### config.mk
export PLATFORM = sky130hd
export DESIGN_NAME = cart_wait_gen
export DESIGN_NICKNAME = d
export VERILOG_FILES = /design/src/rtl/cwg_pkg.sv /design/src/rtl/cwg_cfg_reg.sv /design/src/rtl/cwg_wait_lut.sv /design/src/rtl/cwg_access_timer.sv /design/src/rtl/cwg_burst_calc.sv /design/src/rtl/cart_wait_gen.sv
export SDC_FILE = /design/constraint.sdc
export NUM_CORES = 1
export LEC_CHECK = 0
export CAP_MARGIN = 20
export CORE_MARGIN = 10
export CORE_UTILIZATION = 56
export DETAILED_ROUTE_END_ITERATION = 8
export GPL_ROUTABILITY_DRIVEN = 0
export MAX_ROUTING_LAYER = met4
export PLACE_DENSITY = 0.82
export RECOVER_POWER = 50
export SETUP_SLACK_MARGIN = 0.3
export SYNTH_ARGS = -nofsm -noshare
export SYNTH_HDL_FRONTEND = slang
export SYNTH_SLANG_ARGS = --single-unit
### constraint.sdc
create_clock -name clk -period 7.65 [get_ports clk]
set_clock_uncertainty 0.1 [all_clocks]
set_input_delay 1.1475 -clock clk [delete_from_list [all_inputs] [get_ports clk]]
set_output_delay 1.1475 -clock clk [all_outputs]
set_load 0.05 [all_outputs]
### src/rtl/cwg_pkg.sv
package cwg_pkg;

    localparam int WAIT_W   = 5;
    localparam int REGION_W = 4;
    localparam int CTL_W    = 16;
    localparam int PF_BIT   = 14;

    localparam logic [REGION_W-1:0] RG_EXT_RAM    = 4'd2;
    localparam logic [REGION_W-1:0] RG_CART_FIRST = 4'd8;
    localparam logic [REGION_W-1:0] RG_CART_LAST  = 4'd13;
    localparam logic [REGION_W-1:0] RG_SAVE_A     = 4'd14;
    localparam logic [REGION_W-1:0] RG_SAVE_B     = 4'd15;

    typedef logic [WAIT_W-1:0]   wait_t;
    typedef logic [REGION_W-1:0] region_t;

    typedef struct packed {
        wait_t narrow_ns;
        wait_t narrow_sq;
        wait_t wide_ns;
        wait_t wide_sq;
    } wait_set_t;

    typedef struct packed {
        region_t region;
        logic    wide;
        logic    seq;
        logic    fetch;
        logic    store;
    } access_t;

    function automatic logic is_cart_window(region_t r);
        return (r >= RG_CART_FIRST) && (r <= RG_CART_LAST);
    endfunction

    function automatic wait_t code_to_wait(logic [1:0] code);
        wait_t w;
        case (code)
            2'd0:    w = wait_t'(4);
            2'd1:    w = wait_t'(3);
            2'd2:    w = wait_t'(2);
            default: w = wait_t'(8);
        endcase
        return w;
    endfunction

    function automatic wait_t seq_to_wait(logic [1:0] window, logic fast);
        wait_t w;
        if (fast) begin
            w = wait_t'(1);
        end else begin
            case (window)
                2'd0:    w = wait_t'(2);
                2'd1:    w = wait_t'(4);
                default: w = wait_t'(8);
            endcase
        end
        return w;
    endfunction

    function automatic wait_t double_plus_one(wait_t w);
        return wait_t'({w[WAIT_W-2:0], 1'b0} + 1'b1);
    endfunction

    function automatic wait_set_t make_set(int a, int b, int c, int d);
        wait_set_t s;
        s.narrow_ns = wait_t'(a);
        s.narrow_sq = wait_t'(b);
        s.wide_ns   = wait_t'(c);
        s.wide_sq   = wait_t'(d);
        return s;
    endfunction

    function automatic wait_set_t builtin_waits(region_t r);
        wait_set_t s;
        case (r)
            4'd2:        s = make_set(2, 2, 5, 5);
            4'd8, 4'd9:  s = make_set(4, 2, 7, 5);
            4'd10, 4'd11: s = make_set(4, 4, 9, 9);
            4'd12, 4'd13: s = make_set(4, 8, 13, 17);
            4'd14:       s = make_set(4, 4, 9, 9);
            default:     s = make_set(0, 0, 0, 0);
        endcase
        return s;
    endfunction

    function automatic wait_set_t decoded_waits(region_t r, logic [CTL_W-1:0] ctl);
        wait_set_t  s;
        logic [1:0] win;
        logic [1:0] ns_code;
        logic       sq_bit;
        wait_t      sq16;
        wait_t      sram;
        win = r[2:1] - 2'd0;
        case (win)
            2'd0:    begin ns_code = ctl[3:2]; sq_bit = ctl[4];  end
            2'd1:    begin ns_code = ctl[6:5]; sq_bit = ctl[7];  end
            default: begin ns_code = ctl[9:8]; sq_bit = ctl[10]; end
        endcase
        sq16 = seq_to_wait(win, sq_bit);
        sram = code_to_wait(ctl[1:0]);
        if (is_cart_window(r)) begin
            s.narrow_ns = code_to_wait(ns_code);
            s.narrow_sq = sq16;
            s.wide_ns   = double_plus_one(sq16);
            s.wide_sq   = double_plus_one(sq16);
        end else if (r == RG_SAVE_A || r == RG_SAVE_B) begin
            s.narrow_ns = sram;
            s.narrow_sq = sram;
            s.wide_ns   = double_plus_one(sram);
            s.wide_sq   = double_plus_one(sram);
        end else if (r == RG_EXT_RAM) begin
            s = make_set(2, 2, 5, 5);
        end else begin
            s = make_set(0, 0, 0, 0);
        end
        return s;
    endfunction

endpackage

### src/rtl/cwg_cfg_reg.sv
module cwg_cfg_reg
    import cwg_pkg::*;
(
    input  logic             clk,
    input  logic             rst,
    input  logic             we,
    input  logic [CTL_W-1:0] wdata,
    output logic [CTL_W-1:0] ctl,
    output logic             written
);

    always_ff @(posedge clk) begin
        if (rst) begin
            ctl     <= '0;
            written <= 1'b0;
        end else if (we) begin
            ctl     <= wdata;
            written <= 1'b1;
        end
    end

    AST_CFG_TAKES_WRITE: assert property (@(posedge clk) disable iff (rst)
        we |=> (ctl == $past(wdata)) && written);

    AST_CFG_HOLDS: assert property (@(posedge clk) disable iff (rst)
        (!we && written) |=> $stable(ctl));

endmodule

### src/rtl/cwg_wait_lut.sv
module cwg_wait_lut
    import cwg_pkg::*;
(
    input  region_t          region,
    input  logic [CTL_W-1:0] ctl,
    input  logic             written,
    output wait_set_t        waits
);

    wait_set_t from_table;
    wait_set_t from_ctl;

    always_comb begin
        from_table = builtin_waits(region);
        from_ctl   = decoded_waits(region, ctl);
        waits      = written ? from_ctl : from_table;
    end

endmodule

### src/rtl/cwg_access_timer.sv
module cwg_access_timer #(
    parameter int CNT_W = 6
) (
    input  logic             clk,
    input  logic             rst,
    input  logic             req_valid,
    input  logic [CNT_W-1:0] total,
    output logic             busy,
    output logic             rdy
);

    logic [CNT_W-1:0] remain;

    always_ff @(posedge clk) begin
        if (rst) begin
            busy   <= 1'b0;
            remain <= '0;
        end else if (!busy) begin
            if (req_valid) begin
                busy   <= 1'b1;
                remain <= total - CNT_W'(1);
            end
        end else if (remain == '0) begin
            busy <= 1'b0;
        end else begin
            remain <= remain - CNT_W'(1);
        end
    end

    assign rdy = busy && (remain == '0);

    AST_ACCEPT_LOADS: assert property (@(posedge clk) disable iff (rst)
        (!busy && req_valid) |=> busy && (remain == $past(total) - CNT_W'(1)));

    AST_COUNT_STEPS: assert property (@(posedge clk) disable iff (rst)
        (busy && remain != '0) |=> busy && (remain == $past(remain) - CNT_W'(1)));

    AST_RDY_ENDS: assert property (@(posedge clk) disable iff (rst)
        rdy |=> !busy);

    AST_IDLE_AFTER_RESET: assert property (@(posedge clk)
        $past(rst) |-> !busy && !rdy);

endmodule

### src/rtl/cwg_burst_calc.sv
module cwg_burst_calc
    import cwg_pkg::*;
#(
    parameter int BURST_W = 5,
    parameter int COST_W  = 10
) (
    input  wait_set_t          waits,
    input  logic [BURST_W-1:0] words,
    output logic [COST_W-1:0]  cost
);

    logic [COST_W-1:0] first_cost;
    logic [COST_W-1:0] step_cost;
    logic [COST_W-1:0] rest_words;

    always_comb begin
        first_cost = COST_W'(waits.wide_ns) + COST_W'(1);
        step_cost  = COST_W'(waits.wide_sq) + COST_W'(1);
        rest_words = COST_W'(words) - COST_W'(1);
        if (words == '0) begin
            cost = '0;
        end else begin
            cost = first_cost + COST_W'(rest_words * step_cost);
        end
    end

    always_comb begin
        if (words != '0) begin
            AST_BURST_FLOOR: assert (cost >= COST_W'(words));
        end
    end

endmodule

### src/rtl/cart_wait_gen.sv
module cart_wait_gen
    import cwg_pkg::*;
#(
    parameter int BURST_W = 5,
    parameter int COST_W  = $clog2(18 * (1 << BURST_W) + 1)
) (
    input  logic               clk,
    input  logic               rst,
    input  logic               cfg_we,
    input  logic [15:0]        cfg_wdata,
    input  logic               req_valid,
    input  logic [3:0]         req_region,
    input  logic               req_wide,
    input  logic               req_seq,
    input  logic               req_fetch,
    input  logic               req_store,
    output logic               busy,
    output logic               rdy,
    input  logic [3:0]         burst_region,
    input  logic [BURST_W-1:0] burst_words,
    output logic [COST_W-1:0]  burst_cost
);

    localparam int CNT_W    = WAIT_W + 1;
    localparam int N_LOOKUP = 2;

    logic [CTL_W-1:0] ctl_q;
    logic             written_q;
    access_t          acc;
    region_t          lk_region [N_LOOKUP];
    wait_set_t        lk_set    [N_LOOKUP];
    logic             pf_hit;
    wait_t            acc_wait;
    logic [CNT_W-1:0] acc_total;

    cwg_cfg_reg u_cfg (
        .clk     (clk),
        .rst     (rst),
        .we      (cfg_we),
        .wdata   (cfg_wdata),
        .ctl     (ctl_q),
        .written (written_q)
    );

    assign acc.region = req_region;
    assign acc.wide   = req_wide;
    assign acc.seq    = req_seq;
    assign acc.fetch  = req_fetch;
    assign acc.store  = req_store;

    assign lk_region[0] = acc.region;
    assign lk_region[1] = burst_region;

    for (genvar g = 0; g < N_LOOKUP; g++) begin : g_lookup
        cwg_wait_lut u_lut (
            .region  (lk_region[g]),
            .ctl     (ctl_q),
            .written (written_q),
            .waits   (lk_set[g])
        );
    end

    assign pf_hit = acc.fetch && !acc.store && written_q && ctl_q[PF_BIT]
                    && is_cart_window(acc.region);

    always_comb begin
        if (pf_hit) begin
            acc_wait = '0;
        end else begin
            case ({acc.wide, acc.seq})
                2'b00:   acc_wait = lk_set[0].narrow_ns;
                2'b01:   acc_wait = lk_set[0].narrow_sq;
                2'b10:   acc_wait = lk_set[0].wide_ns;
                default: acc_wait = lk_set[0].wide_sq;
            endcase
        end
        acc_total = CNT_W'(acc_wait) + (acc.store ? CNT_W'(1) : CNT_W'(2));
    end

    cwg_access_timer #(.CNT_W(CNT_W)) u_timer (
        .clk       (clk),
        .rst       (rst),
        .req_valid (req_valid),
        .total     (acc_total),
        .busy      (busy),
        .rdy       (rdy)
    );

    cwg_burst_calc #(.BURST_W(BURST_W), .COST_W(COST_W)) u_burst (
        .waits (lk_set[1]),
        .words (burst_words),
        .cost  (burst_cost)
    );

    AST_PF_FETCH_FAST: assert property (@(posedge clk) disable iff (rst)
        (!busy && req_valid && req_fetch && !req_store && written_q && ctl_q[PF_BIT]
         && req_region >= RG_CART_FIRST && req_region <= RG_CART_LAST)
        |=> !rdy ##1 rdy);

    AST_SHORT_STORE: assert property (@(posedge clk) disable iff (rst)
        (!busy && req_valid && req_store && req_region == 4'd0) |=> rdy);

endmodule

=== After elaboration in Yosys (flattened, before gate mapping) ===
Memory sizes are Yosys's and may differ from the RTL's.
Cells that the tools add are included.

* Register bits: 23
* Bits in latches: 0
* Memory bits (writable): 0
* Memory bits (read-only): 416
* Bits of input ports: 37
* Output and inout port bits: 12
* Word-level logic and storage cells: 82
* Memories kept: 2

* Add/subtract/negate cells: 10
* Multipliers: 1
* Divide/modulo/power cells: 0
* Order comparisons: 4
* Eq/ne operators: 15
* Shifts and indexed selects: 0
* Muxes and demuxes: 27
* Bitwise logic cells: 0
* Reductions and logical operators: 19

{| class="wikitable"
|+ Memory list
! name !! depth !! bits a word !! read ports !! clocked after Yosys merged registers in !! wr ports !! line !! text
|-
| (no name shown) || 16 || 13 || 1 || 0 || 0 || cwg_pkg.sv:76 || <nowiki>case (r)</nowiki>
|-
| (no name shown) || 16 || 13 || 1 || 0 || 0 || cwg_pkg.sv:76 ||
|}

{| class="wikitable"
|+ Operators with widths
! cell !! count
|-
| $mux W10 || 4
|-
| $mux W20 || 2
|-
| $pmux W4 S3 || 2
|-
| $mux W19 || 1
|-
| $mux W6 || 3
|-
| $mux W17 || 1
|-
| $eq A4 B4 Y1 const B || 4
|-
| $pmux W4 S2 || 2
|-
| $add A5 B1 Y5 const B || 3
|-
| $pmux W5 S3 || 1
|-
| $add A5 B1 Y6 const B || 2
|-
| $sub A6 B1 Y6 const B || 2
|-
| $add A10 B10 Y10 || 1
|-
| $eq A2 B1 Y1 const B || 5
|-
| $logic_not A2 Y1 || 5
|-
| $mul A10 B10 Y10 || 1
|-
| $mux W5 || 2
|-
| $eq A4 B2 Y1 const B || 2
|-
| $ge A4 B4 Y1 const B || 2
|-
| $le A4 B4 Y1 const B || 2
|-
| $mux W8 || 1
|-
| $logic_and A1 B1 Y1 || 7
|-
| $add A5 B2 Y6 || 1
|-
| $eq A2 B2 Y1 const B || 3
|-
| other kinds (13) || 17
|}

=== Longest topological paths before layout ===
* Word-level depth: 12
* Gate-level depth with buffers: 25
* Mapped depth without buffers: 24

=== Hierarchy ===
A second synthesis with hierarchy kept.

* Cell total of the unflattened synthesis: 499
* Area total of the unflattened synthesis: 3,887.5 um^2

{| class="wikitable"
|+ By module, submodules not included
! module !! times used !! cells each !! area an instance (um^2) !! seq. area each (um^2)
|-
| cwg_burst_calc || 1 || 173 || 1,377.6 || 0.0
|-
| cwg_wait_lut || 2 || 85 || 520.5 || 0.0
|-
| cwg_cfg_reg || 1 || 55 || 609.3 || 340.3
|-
| cwg_access_timer || 1 || 64 || 531.8 || 140.1
|-
| cart_wait_gen || 1 || 37 || 327.8 || 0.0
|}

=== Worst setup path after synthesis ===
No wires, ideal clock.

* Path kind: input-to-output
* Start point: input burst_region[1]
* End point: output burst_cost[8]
* Arrival: 6.528 ns
* Required time: 6.403 ns
* Path slack: -0.126 ns
* Cell stages on the path: 21
* Path buffers: 2
* Path through: buf_2 > buf_1 > mux2i_1 > mux2i_1 > and3_1 > ha_1 > and3_1 > xnor2_1 > or2_2 > fa_1 > fa_1 > inv_1 > fa_1 > inv_1 > fa_1 > inv_1 > ha_1 > a21oi_1 > o21ai_0 > xnor2_1 > nor2_1

* Word-level cells in the longest chain between the ends: 10
* Elaborated cells on any way between the ends: 23
* Classes of those cells: add/sub: 4; mul: 1; order compare: 2; eq/ne: 4; mux: 8; reduce/logical: 3; memory: 1

{| class="wikitable"
|+ Ends and longest elaborated chain
! item !! line !! text
|-
| from (decl) || cart_wait_gen.sv:19 || <nowiki>input logic [3:0] burst_region,</nowiki>
|-
| $eq A2 B1 Y1 / $logic_not A2 Y1 (equally long branches) || cwg_pkg.sv:52, cwg_pkg.sv:95 ||
|-
| $pmux W1 S2 / $pmux W4 S2 (equally long branches) || cwg_pkg.sv:95, cwg_pkg.sv:52 ||
|-
| $mux W4 || cwg_pkg.sv:49 || <nowiki>if (fast) begin</nowiki>
|-
| $add A5 B1 Y5 || cwg_pkg.sv:62 || <nowiki>return wait_t'({w[WAIT_W-2:0], 1'b0} + 1'b1);</nowiki>
|-
| $mux W10 || cwg_pkg.sv:102 || <nowiki>if (is_cart_window(r)) begin</nowiki>
|-
| $mux W10 * || cwg_wait_lut.sv:16 || <nowiki>waits = written ? from_ctl : from_table;</nowiki>
|-
| $add A5 B1 Y6 || cwg_burst_calc.sv:18 || <nowiki>step_cost = COST_W'(waits.wide_sq) + COST_W'(1);</nowiki>
|-
| $mul A10 B10 Y10 || cwg_burst_calc.sv:23 || <nowiki>cost = first_cost + COST_W'(rest_words * step_cost);</nowiki>
|-
| $add A10 B10 Y10 * || cwg_burst_calc.sv:23 ||
|-
| $mux W10 * || cwg_burst_calc.sv:20 || <nowiki>if (words == '0) begin</nowiki>
|-
| to (decl) || cart_wait_gen.sv:21 || <nowiki>output logic [COST_W-1:0] burst_cost</nowiki>
|}

Every way passes the cells marked *; elsewhere a longest branch is shown, timed or not.

=== Final worst setup path ===
* Start point: input burst_region[2]
* End point: output burst_cost[9]

The elaborated chain is that of the path after synthesis.

==> results_dict.tcl <==
set metrics [dict create \
    tightest_slew_ps 818 \
    numCtsBuffers 3 \
    setup_tns_ps 0 \
    crit_type "in -> out" \
    cp.required_ps 6400 \
    rsz0062_at_grt "no" \
    clkTransAtPathRegs_ps 80 \
    grt_pass1_wl_mm 13.6 \
    relSlewSlack_pct 45.3 \
    finalSetupViolCount 0 \
    firstDrtPassIters 5 \
    num_io_pins 49 \
    avgSynthCellArea_sq_um 7.61 \
    wirelength_mm 8.57 \
    rows 28 \
    cts_tree "built" \
    grt_pass1_vias 2994 \
    cp_data_arrival_time_ps 5990 \
    async_flop_share_pct 0 \
    start_util_pct 57.3 \
    port_buffers 44 \
    track_usage_pct 16.5 \
    drive_gt1_share_pct 16.4 \
    placed_cell_area_sq_mm 0.00407 \
    yosysTopAreaCell "fa_1" \
    maxCapViolCount 0 \
    hold_viol_final 0 \
    syn-num-nets 537 \
    ctsHtreeMaxLevel 1 \
    clock-sinks 20 \
    nets 591 \
    antenna_found_initial 0 \
    ys_seq_area_share_pct 11.9 \
    worst_hold_slack_ps 394 \
    status "finished, final reports clean" \
    ys_dominant_reg_cell "dfxtp_1" \
    die_w_um 97.4 \
    slew_violations 0 \
    grt_start_max_net_pins 21 \
    netlist_top_cells_count "inv_1 (58), nor2_1 (50), nand2_1 (36)" \
    area_growth_pct 30.3 \
    synth_most_common_cell "inv_1" \
    fin_crit_ps 7240 \
    fmax_ghz 0.138 \
    dp_slack_ps -186 \
    drt_iter0_drc 219 \
    synth_edf_count 0 \
    final.period_utilization_pct 94.6 \
    critPathCaptureType "output pin" \
    fin_area_sq_mm 0.00437 \
    cellPowerDensity_mw_per_mm2 175 \
    ys_warn_count 0 \
    setup_ws_ps 414 \
    ctsHoldBuffers 0 \
    netlist_area_sq_mm 0.00335 \
    cts_root_buf "clkbuf_8" \
    vias 3217 \
    postRouteAntennaNets 0 \
    overflow 0 \
    clk_latency_ps 260 \
    die-area_sq_mm 0.00949 \
    hpwl_mm 6.51 \
    cp-start-kind "input pin" \
    yosys_register_bits 20 \
    holdCritPathClass "reg -> reg" \
    total_power_mw 0.766 \
    drt-wirelength-per-cell_um 15.1 \
    diodes 0 \
    synth_top_area_share_pct 14.3 \
    core_region_area_sq_mm 0.00585 \
    yosysUniqueCellTypes 50 \
    ir_worst_vdd_v 0.000241 \
    vias_per_cell 5.65 \
    clockBufferDepth 2 \
    drc 0 \
    die_h_um 97.4 \
    power.static_leakage_nw 2.01 \
    cp_max_fo 8 \
    synthTopCellsByArea "fa_1 (14%), ha_1 (13%), dfxtp_1 (12%)" \
    synthCells 441 \
]
-- report_power, final --
part           switching, mW  internal, mW
clock network         0.0363        0.0698
registers             0.0128         0.116
logic                  0.291         0.240
total                  0.340         0.425
-- cells in the final DEF, fill, tap and decap left out, types with 3 or more instances in the layout --
master | netlist | final
a21o_1 | 11 | 11
a21oi_1 | 22 | 21
and2_1 | 4 | 4
and3_1 | 6 | 4
buf_12 | 0 | 8
buf_4 | 0 | 25
clkbuf_8 | 0 | 3
clkdlybuf4s50_1 | 0 | 29
dfxtp_1 | 20 | 20
dlygate4sd3_1 | 0 | 4
fa_1 | 24 | 24
ha_1 | 35 | 28
ha_4 | 0 | 6
inv_1 | 58 | 55
inv_2 | 0 | 3
mux2i_1 | 21 | 19
nand2_1 | 36 | 35
nand2b_1 | 10 | 10
nand3_1 | 10 | 9
nor2_1 | 50 | 46
nor2b_1 | 8 | 7
nor3_1 | 11 | 11
nor3b_1 | 4 | 3
o211ai_1 | 5 | 5
o21ai_0 | 16 | 14
o22ai_1 | 4 | 4
or3_1 | 4 | 4
xnor2_1 | 18 | 12
xnor2_2 | 0 | 5
xor2_1 | 8 | 8
-- state kept, by name, indices dropped and copies added, names as in the netlist --
| name | cells |
|---|---|
| u_cfg.ctl | 12 |
| u_timer.remain | 6 |
| u_cfg.written | 1 |
| u_timer.busy | 1 |
-- worst paths after layout --
path / from / to / slack (ps) / cells past startpoint
max reg2reg: u_cfg.written / u_timer.remain[5] / 3910 / 16
min: u_cfg.ctl[14] / u_cfg.ctl[14] / 390 / 2
max: burst_region[2] / burst_cost[9] / 410 / 25
min reg2reg: u_cfg.ctl[14] / u_cfg.ctl[14] / 390 / 2
-- critical path, cell delays in order --
cell and delay, ps:
dlygate4sd2_1 260, buf_12 140, buf_4 130, nand3b_1 100
o21ai_2 70, a32oi_2 270, buf_4 180, xnor2_4 120
buf_4 140, nor2_2 40, fa_1 500, ha_1 300
inv_1 60, fa_1 500, fa_1 550, inv_1 40
ha_1 330, o21ai_1 120, nand2b_1 110, a21o_1 200
nand2_2 90, a21oi_4 70, a21o_1 200, a21oi_4 170
buf_12 150
-- logic make-up after synthesis --
| family | Yosys count | synth area share, % |
|---|---|---|
| xor+xnor | 28 | 7.94 |
| flops | 20 | 11.9 |
| fa+ha+maj | 59 | 27.4 |
| mux | 23 | 6.94 |
| compound gates | 79 | 15.0 |
| buf+inv | 79 | 9.18 |
| simple gates | 153 | 21.6 |
-- area by class of cell --
cell class,count,area [sq um]
Sequential cell,20,400
Tap cell,75,93.8
Clock buffer,3,41.3
Clock inverter,1,30.0
Inverter,58,218
Multi-Input combinational cell,342,2880
Fill cell,403,1480
Timing Repair Buffer,70,706
-- per-layer routing --
layer | share of wire [%] | routed length, um | track usage (%)
met5 | 0 | 0 | -
met4 | 1.0 | 86 | 1.68
met3 | 5.6 | 482 | 2.28
met2 | 49 | 4240 | 27.0
met1 | 44 | 3760 | 21.9
-- stage by stage --
step / cells / util (%)
2_1_floorplan: 441 / -
3_3_place_gp: 561 / 69.6
3_5_place_dp: 561 / 69.6
4_1_cts: 568 / 71.6
5_1_grt: 569 / 74.7
6_report: 569 / 74.7
-- repair_timing --
action	in CTS	in global routing
hold endpoints to repair	0	0
setup buffers	3	1
gates resized for setup	15	32
setup endpoints to repair	5	4
pin swaps	3	19
(Power assumes the default switching activity.)
